`src/rtl/noise_pkg.sv`:
```
package noise_pkg;

  localparam int MAX_ENTRIES = 12;

  // Probability weights (units of 2^-15) of |x| = k; k = 0 is the centre.
  function automatic int pdf_weight(input int sel, input int k);
    int w;
    w = 0;
    if (sel == 1) begin
      case (k)
        0: w = 11278;  1: w = 10277;  2: w = 7774;  3: w = 4882;
        4: w = 2545;   5: w = 1101;   6: w = 396;   7: w = 118;
        8: w = 29;     9: w = 6;      10: w = 1;
        default: w = 0;
      endcase
    end else begin
      case (k)
        0: w = 9456;   1: w = 8857;   2: w = 7280;  3: w = 5249;
        4: w = 3321;   5: w = 1844;   6: w = 898;   7: w = 384;
        8: w = 144;    9: w = 47;     10: w = 13;   11: w = 3;
        default: w = 0;
      endcase
    end
    return w;
  endfunction

  function automatic int table_len(input int sel);
    return (sel == 1) ? 11 : 12;
  endfunction

  // Cumulative bound: half the centre weight minus one, then running sum.
  function automatic int cdf_entry(input int sel, input int idx);
    int acc;
    acc = pdf_weight(sel, 0) / 2 - 1;
    for (int k = 1; k < MAX_ENTRIES; k++) begin
      if (k <= idx) acc = acc + pdf_weight(sel, k);
    end
    return acc;
  endfunction

endpackage

```
`src/rtl/cdf_compare.sv`:
```
module cdf_compare #(
  parameter int TABLE_SEL = 0,
  parameter int N         = 12,
  parameter int Y_W       = 15
) (
  input  logic [Y_W-1:0] y,
  output logic [N-1:0]   above
);
  // One comparator per entry, all evaluated every cycle.
  for (genvar i = 0; i < N; i++) begin : g_cmp
    localparam logic [Y_W-1:0] BOUND = Y_W'(noise_pkg::cdf_entry(TABLE_SEL, i));
    assign above[i] = (y > BOUND);
  end
endmodule

```
`src/rtl/cdf_popcount.sv`:
```
module cdf_popcount #(
  parameter int N     = 12,
  parameter int MAG_W = 4
) (
  input  logic [N-1:0]     above,
  output logic [MAG_W-1:0] mag
);
  always_comb begin
    mag = '0;
    for (int i = 0; i < N; i++) begin
      mag = mag + MAG_W'(above[i]);
    end
  end
endmodule

```
`src/rtl/sign_fold.sv`:
```
module sign_fold #(
  parameter int MAG_W  = 4,
  parameter int Q_BITS = 15
) (
  input  logic [MAG_W-1:0]  mag,
  input  logic              neg,
  output logic [Q_BITS-1:0] val
);
  logic [Q_BITS-1:0] ext;
  assign ext = Q_BITS'(mag);
  assign val = neg ? (Q_BITS'(0) - ext) : ext;
endmodule

```
`src/rtl/cdf_noise_sampler.sv`:
```
module cdf_noise_sampler #(
  parameter int TABLE_SEL = 0,
  parameter int Q_BITS    = 15,
  parameter int Y_W       = 15
) (
  input  logic              clk,
  input  logic              rst,
  input  logic              rnd_valid,
  output logic              rnd_ready,
  input  logic [Y_W:0]      rnd_word,
  output logic              smp_valid,
  input  logic              smp_ready,
  output logic [Q_BITS-1:0] smp_value
);
  localparam int N     = noise_pkg::table_len(TABLE_SEL);
  localparam int MAG_W = $clog2(N);

  logic [N-1:0]      above;
  logic [MAG_W-1:0]  mag_w;
  logic [Q_BITS-1:0] folded;
  logic              take;

  cdf_compare #(.TABLE_SEL(TABLE_SEL), .N(N), .Y_W(Y_W)) u_cmp (
    .y(rnd_word[Y_W:1]), .above(above)
  );

  cdf_popcount #(.N(N), .MAG_W(MAG_W)) u_cnt (
    .above(above), .mag(mag_w)
  );

  sign_fold #(.MAG_W(MAG_W), .Q_BITS(Q_BITS)) u_fold (
    .mag(mag_w), .neg(rnd_word[0]), .val(folded)
  );

  assign rnd_ready = !smp_valid || smp_ready;
  assign take      = rnd_valid && rnd_ready;

  always_ff @(posedge clk) begin
    if (rst) begin
      smp_valid <= 1'b0;
      smp_value <= '0;
    end else if (take) begin
      smp_valid <= 1'b1;
      smp_value <= folded;
    end else if (smp_ready) begin
      smp_valid <= 1'b0;
    end
  end

  assert_mag_range_R4: assert property (@(posedge clk) disable iff (rst)
    rnd_valid |-> (mag_w <= MAG_W'(N - 1)));

  assert_accept_latency_R5: assert property (@(posedge clk) disable iff (rst)
    take |=> smp_valid);

  assert_hold_stall_R6: assert property (@(posedge clk) disable iff (rst)
    (smp_valid && !smp_ready) |=> (smp_valid && $stable(smp_value)));

  assert_ready_when_empty_R7: assert property (@(posedge clk) disable iff (rst)
    !smp_valid |-> rnd_ready);

  assert_neg_zero_R3: assert property (@(posedge clk) disable iff (rst)
    (take && mag_w == '0) |=> (smp_value == '0));

  assert_reset_empty_R8: assert property (@(posedge clk)
    rst |=> !smp_valid);

endmodule

```
`config.mk`:
```
export PLATFORM = sky130hd
export DESIGN_NAME = cdf_noise_sampler
export DESIGN_NICKNAME = d
export VERILOG_FILES = /design/src/rtl/noise_pkg.sv /design/src/rtl/cdf_compare.sv /design/src/rtl/cdf_popcount.sv /design/src/rtl/sign_fold.sv /design/src/rtl/cdf_noise_sampler.sv
export SDC_FILE = /design/constraint.sdc
export NUM_CORES = 1
export LEC_CHECK = 0
export BUFFER_PORTS_ARGS = -buffer_cell sky130_fd_sc_hd__buf_4
export CAP_MARGIN = 10
export CORE_MARGIN = 5
export CORE_UTILIZATION = 25
export CTS_CLUSTER_SIZE = 8
export DETAILED_ROUTE_END_ITERATION = 16
export GPL_ROUTABILITY_DRIVEN = 0
export GPL_TIMING_DRIVEN = 0
export PLACE_DENSITY = 0.43
export REMOVE_ABC_BUFFERS = 1
export SYNTH_ARGS = -nofsm -noshare
export SYNTH_HDL_FRONTEND = slang
export SYNTH_SLANG_ARGS = --single-unit
```
`constraint.sdc`:
```
create_clock -name clk -period 15.3 [get_ports clk]
set_input_delay 3.06 -clock clk [delete_from_list [all_inputs] [get_ports clk]]
set_output_delay 3.06 -clock clk [all_outputs]
set_load 0.01 [all_outputs]
```
== After elaboration in Yosys (flattened, before gate mapping) ==
Cells that the tools add are included.
Cells by class
  order comparisons: 12
  reduce and logical (&&, ||, !) cells: 4
  multiplexer cells: 3
  add/subtract/negate cells: 12
Operators with widths (number)
  > comparator 15 bit, second input constant: 10
  adder 4 x 1 -> 4 bit: 10
  > comparator 15 x 13 -> 1 bit, second input constant: 1
  > comparator 15 x 14 -> 1 bit, second input constant: 1
  2-to-1 mux 15 bit: 1
  subtractor 1 x 4 -> 5 bit, first input constant: 1
  adder 1 x 1 -> 2 bit: 1
  2-to-1 mux 1 bit: 2
  nonzero test 2 bit: 1
  logical AND 1 bit: 1
  logical NOT 1 bit: 1
  logical OR 1 bit: 1
Word-level totals
  register bits after elaboration: 16
  word-level logic and storage cells: 33
  output and inout port bits: 17
  bits of input ports: 20

== Longest topological paths before layout ==
Gate-level depths: netlist (run 1).
  depth in word-level cells: 14
  gate-level depth with buffers: 18
  mapped depth without buffers: 17

== By module ==
Synthesis (run 1) repeated with hierarchy kept, for this count alone.
Second synthesis, totals
  cells, all modules: 197
  area total of the unflattened synthesis: 1596.5 um^2
By module, submodules not included
  cdf_noise_sampler: times used 1, area an instance 732.0 um^2, cells each 72, sequential area each 320.3 um^2
  cdf_compare: times used 1, area an instance 425.4 um^2, cells each 70, sequential area each 0.0 um^2
  cdf_popcount: times used 1, area an instance 280.3 um^2, cells each 33, sequential area each 0.0 um^2
  sign_fold: times used 1, area an instance 158.9 um^2, cells each 22, sequential area each 0.0 um^2

== Least setup slack after synthesis (run 1) ==
Ideal clock, no wire load.
  kind: in2reg
  start point: in rnd_word[7]
  end point: reg smp_value[3]
  arrival time: 7475 ps
  setup slack: 7764 ps
  required time: 15238 ps
  setup time: 62 ps
  stages: 16
  cells stage by stage: buf_2 and3_2 o211ai_1 nand3_1 a311o_1 ha_1 inv_1 fa_1 fa_1 fa_1 fa_1 fa_1 xor2_1 a31o_2 or4_1 nand3_1
Between the ends
  cells in the longest elaborated chain, start to end: 14
  elaborated cells between the ends (all ways): 25
  classes of those cells: add/sub: 12; order compare: 12; mux: 1
Ends and longest elaborated chain
  from (decl): RTL line cdf_noise_sampler.sv:10  | input logic [Y_W:0] rnd_word,
  > comparator 15 x 13 -> 1 bit or > comparator 15 x 14 -> 1 bit (tied branches): RTL line cdf_compare.sv:12  | assign above[i] = (y > BOUND);
  adder 1 x 1 -> 2 bit: RTL line cdf_popcount.sv:11  | mag = mag + MAG_W'(above[i]);
  adder 4 x 1 -> 4 bit (9 in a row): RTL line cdf_popcount.sv:11
  adder 4 x 1 -> 4 bit *: RTL line cdf_popcount.sv:11
  subtractor 1 x 4 -> 5 bit: RTL line sign_fold.sv:11  | assign val = neg ? (Q_BITS'(0) - ext) : ext;
  2-to-1 mux 15 bit *: RTL line sign_fold.sv:11
  to (signal assigned): RTL line cdf_noise_sampler.sv:44  | smp_value <= folded;
  to (decl): RTL line cdf_noise_sampler.sv:13  | output logic [Q_BITS-1:0] smp_value
Mark *: on every way between the ends. The rest lies on a longest branch, timed or not.
A chain may end at the register's enable or synchronous reset.

== Worst setup path in the final report (run 1) ==
  start point: in rnd_word[4]
  end point: reg smp_value[3]
The elaborated chain is that of the path after synthesis.

==> impl_metrics.ini, run 1 <==
[cts]
cts.hold.buffers_added = 0
clock-sinks = 6
cts.clk_slew.worst_paths_ns = 0.04
insertion_delay_ns = 0.22
number_of_buffers_inserted_during_clock_tree_synthesis = 3
h-tree-depth = 1
cts.repair_timing.setup_buffer_count = 0
cts_repair_resize_count = 0
cts.path.max_buffers = 2
clock_tree_root = clkbuf_8
tritoncts = done

[setup_path]
slowest_delay_ns = 0.51
worstPathArrival_ns = 7.83
worstSetupPathType = primary input to flop
path_common_cell = fa_1
crit_path_top_delay_cell = fa_1
req_time_crit_path_ns = 15.46
worstSetupEndpointType = flop
timing.critical_path.from_type = primary input
cp.buffers_inverters = 2
worst_path_dominant_cell_family = adder cells
crit_path_cell_trace = buf_4 > nor4_1 > o2111ai_1 > a41o_1 > ha_1 > inv_1 > fa_1 > fa_1 > fa_1 > fa_1 > fa_1 > xor2_1 > a31o_2 > or4_1 > nand3_1
worstPathMaxFanout = 6

[placement]
placement.cell_area_mm2 = 0.001245
pre_cts_slack_ns = 7.411
numPortBuffers = 36
dp.final_hpwl_mm = 2.225

[timing]
fmaxAchievable_mhz = 130.3
setup_total_negative_slack_ns = 0
postLayoutSetupSlackWorst_ns = 7.626
finClkSkew_ns = 0.004559
layout_min_cycle_time_ns = 7.674
drv_slew = 0
final_min_period_over_clock_period_pct = 50.16
setup_viol_count_final = 0
rsz0062_at_grt = false
hold_viol_final = 0

[layout]
area_delta_synth_final_pct = 26.60
drive_above_1_share_pct = 28.85
nets = 190
antenna_cells_inserted = 0
filler_cell_count = 429
layout.core_utilization_pct = 32.39
finalInstanceArea_mm2 = 0.001286

[synthesis]
synthFlopType = dfxtp_1
synth_cell_types = 45
syn_area_per_cell_um2 = 7.639
synth-warning-count = 0
synth_enable_flop_cells = 0
ys_ff_latch = 6
yosys.area.top_type_share_pct = 13.79
post_syn_instances = 133
synth_async_sr_flop_share_pct = 0
fraction_of_the_yosys_area_taken_by_sequential_cells_pct = 11.82
post-synth-top-area-cell = fa_1
synthesis.area_mm2 = 0.001016
synth.top_cells.by_area = fa_1 (14%), dfxtp_1 (12%), buf_4 (7.4%), ha_1 (6.2%), nand2_1 (4.8%)

[worst_hold_path]
holdCritPathClass = flop to flop

[drt]
totalWireLength_mm = 2.685
route.detailed.drc = 0
dr_total_vias = 1026
post_drt_via_cell_ratio = 4.981
post_drt_wl_per_cell_um = 13.03
final_antenna_net_count = 0
drtPass1Iterations = 4
drt_iter0_markers = 30

[die]
core.rowCount = 23
die_area_mm2 = 0.005439
initial_cell_density_of_the_core_pct = 25.58
core-area_mm2 = 0.003971
x_dimension_of_the_die_um = 73.75
die_height_um = 73.75
design.portCount = 37

[global_routing]
grt_antenna_before_repair = 0
grt_pass1_vias = 972
largest_net_degree_at_the_start_of_global_routing = 13
grt_overflow = 0
groute.usage.overall_pct = 9.835
global_route_wire_length_before_repair_mm = 4.271

[power_and_ir_drop]
power.density_mw_per_mm2 = 66.56
p_leak_nw = 0.5424
vdd.ir_drop.worst_mv = 0.01844

[flow_run]
timing.max_cap.violations = 0

[outcome]
status = completed
-- cell families (layout without fill, tap and decap cells) --
kind of cell             Yosys count  after routing  synth area share, %
adder cells (fa/ha/maj)           12             12                19.95
AND/OR/NAND/NOR                   58             58                32.51
XOR/XNOR                           2              2                1.724
AO/OA/AOI/OAI                     29             29                20.07
other                              1              1               0.3691
flip-flops                         6              6                11.82
buffers and inverters             25             48                13.55
-- tightest hold or removal path: cells and delay by family, from the launching register on --
kind	cells	cell delay, ns
flip-flops	1	0.30
AND/OR/NAND/NOR	2	0.14
-- area by class of cell --
cell class | instances | area, um^2 | share of cell area (%)
timing repair buffer | 36 | 270.3 | 21.01
clock buffer | 3 | 41.29 | 3.210
multi-input combinational | 102 | 758.2 | 58.95
tap | 50 | 62.56 | 4.864
inverter | 9 | 33.78 | 2.626
sequential | 6 | 120.1 | 9.339
-- cell usage after synthesis (all sizes together) (2+ instances only) --
cell / instances
nand2b: 4
o21ai: 6
nand3: 5
clkbuf: 2
and3: 2
dfxtp: 6
o211ai: 3
inv: 9
nor2: 12
nand2: 13
nor4b: 3
o311ai: 2
a211oi: 4
fa: 7
ha: 5
buf: 14
a21oi: 5
nor3: 8
a221o: 2
nand4: 3
-- worst paths after layout --
kind	from	to	slack, ns	cells past startpoint
max	rnd_word[4]	smp_value[3]$_SDFFE_PP0P_	7.63	15
max reg2reg	smp_valid$_SDFFE_PP0P_	smp_value[3]$_SDFFE_PP0P_	14.07	4
min	smp_value[1]$_SDFFE_PP0P_	smp_value[1]$_SDFFE_PP0P_	0.49	2
min reg2reg	smp_value[1]$_SDFFE_PP0P_	smp_value[1]$_SDFFE_PP0P_	0.49	2
-- where the power goes --
part	internal [W]	switching, W	leakage [nW]	total [W]
sequential	0.0000176	0.00000152	0.0497	0.0000192
combinational	0.0000210	0.0000226	0.471	0.0000436
clock	0.0000168	0.00000606	0.0216	0.0000229
total	0.0000554	0.0000302	0.542	0.0000856
-- metal layers --
layer / vias to the layer above / share of wire, % / GRT usage (%)
met4: 0 / 0.93 / 3.018
met3: 2 / 5.3 / 1.368
met2: 26 / 49 / 16.14
li1: 522 / - / -
met1: 476 / 45 / 13.21
met5: - / 0 / 0
-- metrics by stage --
step,power [W],hold slack [ns],std cells
final,0.00008561,0.4934,206
after global routing,0.00009340,0.5326,206
after CTS,0.00008731,0.4970,206
after detailed placement,0.00006365,0.4925,203
after global placement,0.00006315,0.4970,203
after floorplan,0.00004430,0.5150,117
-- registers in the layout, indices dropped and copies added (netlist names) --
register   count
smp_value      5
smp_valid      1
-- cells in the final DEF (no fill, tap or decap), drive strengths merged, types with 3 or more instances in the layout --
master  count
a211oi      4
a21oi       5
o211ai      3
nor3        8
nor4b       3
clkbuf      3
nand2      13
buf        36
nand2b      4
nor2       12
inv         9
ha          5
dfxtp       6
o21ai       6
nand3       5
nand4       3
fa          7
(Power assumes the default switching activity.)
==> run 2, diff against run 1 <==
--- a/config.mk
+++ b/config.mk
@@ -13,7 +13,7 @@
 export DETAILED_ROUTE_END_ITERATION = 16
 export GPL_ROUTABILITY_DRIVEN = 0
 export GPL_TIMING_DRIVEN = 0
-export PLACE_DENSITY = 0.43
+export PLACE_DENSITY = 0.45
 export REMOVE_ABC_BUFFERS = 1
 export SYNTH_ARGS = -nofsm -noshare
 export SYNTH_HDL_FRONTEND = slang
==> constraint.sdc (replaced) <==
create_clock -name clk -period 6.8 [get_ports clk]
set_input_delay 1.36 -clock clk [delete_from_list [all_inputs] [get_ports clk]]
set_output_delay 1.36 -clock clk [all_outputs]
set_load 0.01 [all_outputs]
==> impl_metrics.ini, run 2 (same netlist as run 1, synthesis figures left out) <==
[power_and_ir_drop]
p_leak_nw = 0.5424
total_switching_power_w = 0.00007144
p_comb_share_pct = 51.4
power.share.clock_pct = 26.8
power.density_mw_per_mm2 = 153.6
power_switching_share_pct = 36.17
vdd.ir_drop.worst_mv = 0.03638
cellInternalPower_w = 0.0001261
seqPwrFrac_pct = 21.8

[setup_path]
slowest_delay_ns = 0.53
cp.buffers_inverters = 2
worst_r2r_path_depth = 4
worstPathMaxFanout = 6
cp.depth = 15
crit_path_top_delay_cell = fa_1
req_time_crit_path_ns = 6.96
timing.critical_path.from_type = primary input
path_common_cell = fa_1
worstSetupPathType = primary input to flop
setup.reg_to_reg.worst_slack_ns = 5.63
worstPathArrival_ns = 6.19
worst_path_dominant_cell_family = adder cells
crit_path_cell_trace = buf_4 > nor4_1 > o2111ai_1 > a41o_1 > ha_1 > inv_1 > fa_1 > fa_1 > fa_1 > fa_1 > fa_1 > xor2_1 > a31o_2 > or4_1 > nand3_1
worstSetupEndpointType = flop

[die]
core.rowCount = 23
core-area_mm2 = 0.003971
x_dimension_of_the_die_um = 73.75
design.portCount = 37
die_area_mm2 = 0.005439
die_height_um = 73.75
initial_cell_density_of_the_core_pct = 25.58

[drt]
route.detailed.drc = 0
drtPass1Iterations = 4
final_antenna_net_count = 0
totalWireLength_mm = 2.870
drt_iter0_markers = 56
dr_total_vias = 1036
post_drt_via_cell_ratio = 5.029
post_drt_wl_per_cell_um = 13.93

[placement]
placement.cell_area_mm2 = 0.001245
dp.final_hpwl_mm = 2.447
numPortBuffers = 36

[cts]
number_of_buffers_inserted_during_clock_tree_synthesis = 3
h-tree-depth = 1
cts.path.max_buffers = 2
cts.hold.buffers_added = 0
insertion_delay_ns = 0.22
cts.repair_timing.setup_buffer_count = 0
clock-sinks = 6
cts.clk_slew.worst_paths_ns = 0.04
tritoncts = done
clock_tree_root = clkbuf_8
cts_repair_resize_count = 0

[layout]
final_common_cell = buf_4
nets = 190
highest_count_cells_in_the_layout_ignoring_fill_and_taps = buf_4 (36), nand2_1 (13), nor2_1 (12)
filler_cell_count = 430
largest_register_ff_count = 5
largestRegisters = smp_value (5), smp_valid (1)
max_flop_register = smp_value
multi_input_comb_area_um2 = 758.2
antenna_cells_inserted = 0
finalInstanceArea_mm2 = 0.001286
drive_above_1_share_pct = 28.85
area_delta_synth_final_pct = 26.60
layout.core_utilization_pct = 32.39
ff_latch_area_um2 = 120.1

[worst_hold_path]
holdCritPathClass = flop to flop
timing.hold.worst_path_depth = 2

[timing]
fmaxAchievable_mhz = 165.9
setup_total_negative_slack_ns = 0
layout_min_cycle_time_ns = 6.028
timing_worst_slew_pin_value_ns = 0.5109
setup_viol_count_final = 0
final_min_period_over_clock_period_pct = 88.65
hold_viol_final = 0
finClkSkew_ns = 0.0002998
rsz0062_at_grt = false
slew_headroom_pct = 65.51
drv_slew = 0

[global_routing]
largest_net_degree_at_the_start_of_global_routing = 13
grt_overflow = 0
groute.usage.overall_pct = 10.77
grt_antenna_before_repair = 0
global_route_wire_length_before_repair_mm = 4.574
grt_pass1_vias = 1042

[outcome]
status = completed

[flow_run]
timing.max_cap.violations = 0
==> run 2: metal layers <==
layer  vias up  wire length, um  global-route usage [%]
li1        517                -                       -
met1       472             1173                   12.67
met2        43             1477                   19.69
met3         4              204                   2.326
met4         0               15                   2.414
met5         -                0                       0
==> run 2: per-stage QoR <==
| stage | std cells | hold slack [ns] | power, W | worst slack (ns) |
|---|---|---|---|---|
| after floorplan | 117 | 0.5150 | 0.00009967 | 1.071 |
| after global placement | 203 | 0.4894 | 0.0001440 | 0.5465 |
| after detailed placement | 203 | 0.4949 | 0.0001465 | 0.5341 |
| after CTS | 206 | 0.5000 | 0.0002015 | 0.7439 |
| after global routing | 206 | 0.5097 | 0.0002142 | 0.5804 |
| final | 206 | 0.4949 | 0.0001975 | 0.7719 |
==> run 2: path summary, 6_finish.rpt <==
| kind | start | end |
|---|---|---|
| min | smp_value[0]$_SDFFE_PP0P_ | smp_value[0]$_SDFFE_PP0P_ |
| max reg2reg | smp_valid$_SDFFE_PP0P_ | smp_value[3]$_SDFFE_PP0P_ |
| max | rnd_word[4] | smp_value[3]$_SDFFE_PP0P_ |
| min reg2reg | smp_value[0]$_SDFFE_PP0P_ | smp_value[0]$_SDFFE_PP0P_ |
==> run 2: power by group through the flow <==
| stage | clock (W) | combinational [W] | sequential, W |
|---|---|---|---|
| 2_1_floorplan | 0 | 0.0000511 | 0.0000486 |
| 3_3_place_gp | 0 | 0.000101 | 0.0000434 |
| 3_5_place_dp | 0 | 0.000103 | 0.0000437 |
| 4_1_cts | 0.0000547 | 0.000104 | 0.0000432 |
| 5_1_grt | 0.0000577 | 0.000113 | 0.0000436 |
| 6_report | 0.0000530 | 0.000101 | 0.0000431 |
==> run 2: worst register-to-register path, stage by stage (launching register included) <==
cell and delay [ns]:
dfxtp_1 0.30, nand2b_1 0.12, nand2_1 0.12, or4_1 0.48, nand3_1 0.09
==> run 2: layout make-up <==
| type | count | area share [%] |
|---|---|---|
| clock buffers | 3 | 3.210 |
| inverters | 9 | 2.626 |
| multi-input cells | 102 | 58.95 |
| flip-flops and latches | 6 | 9.339 |
| well taps | 50 | 4.864 |
| repair buffers | 36 | 21.01 |
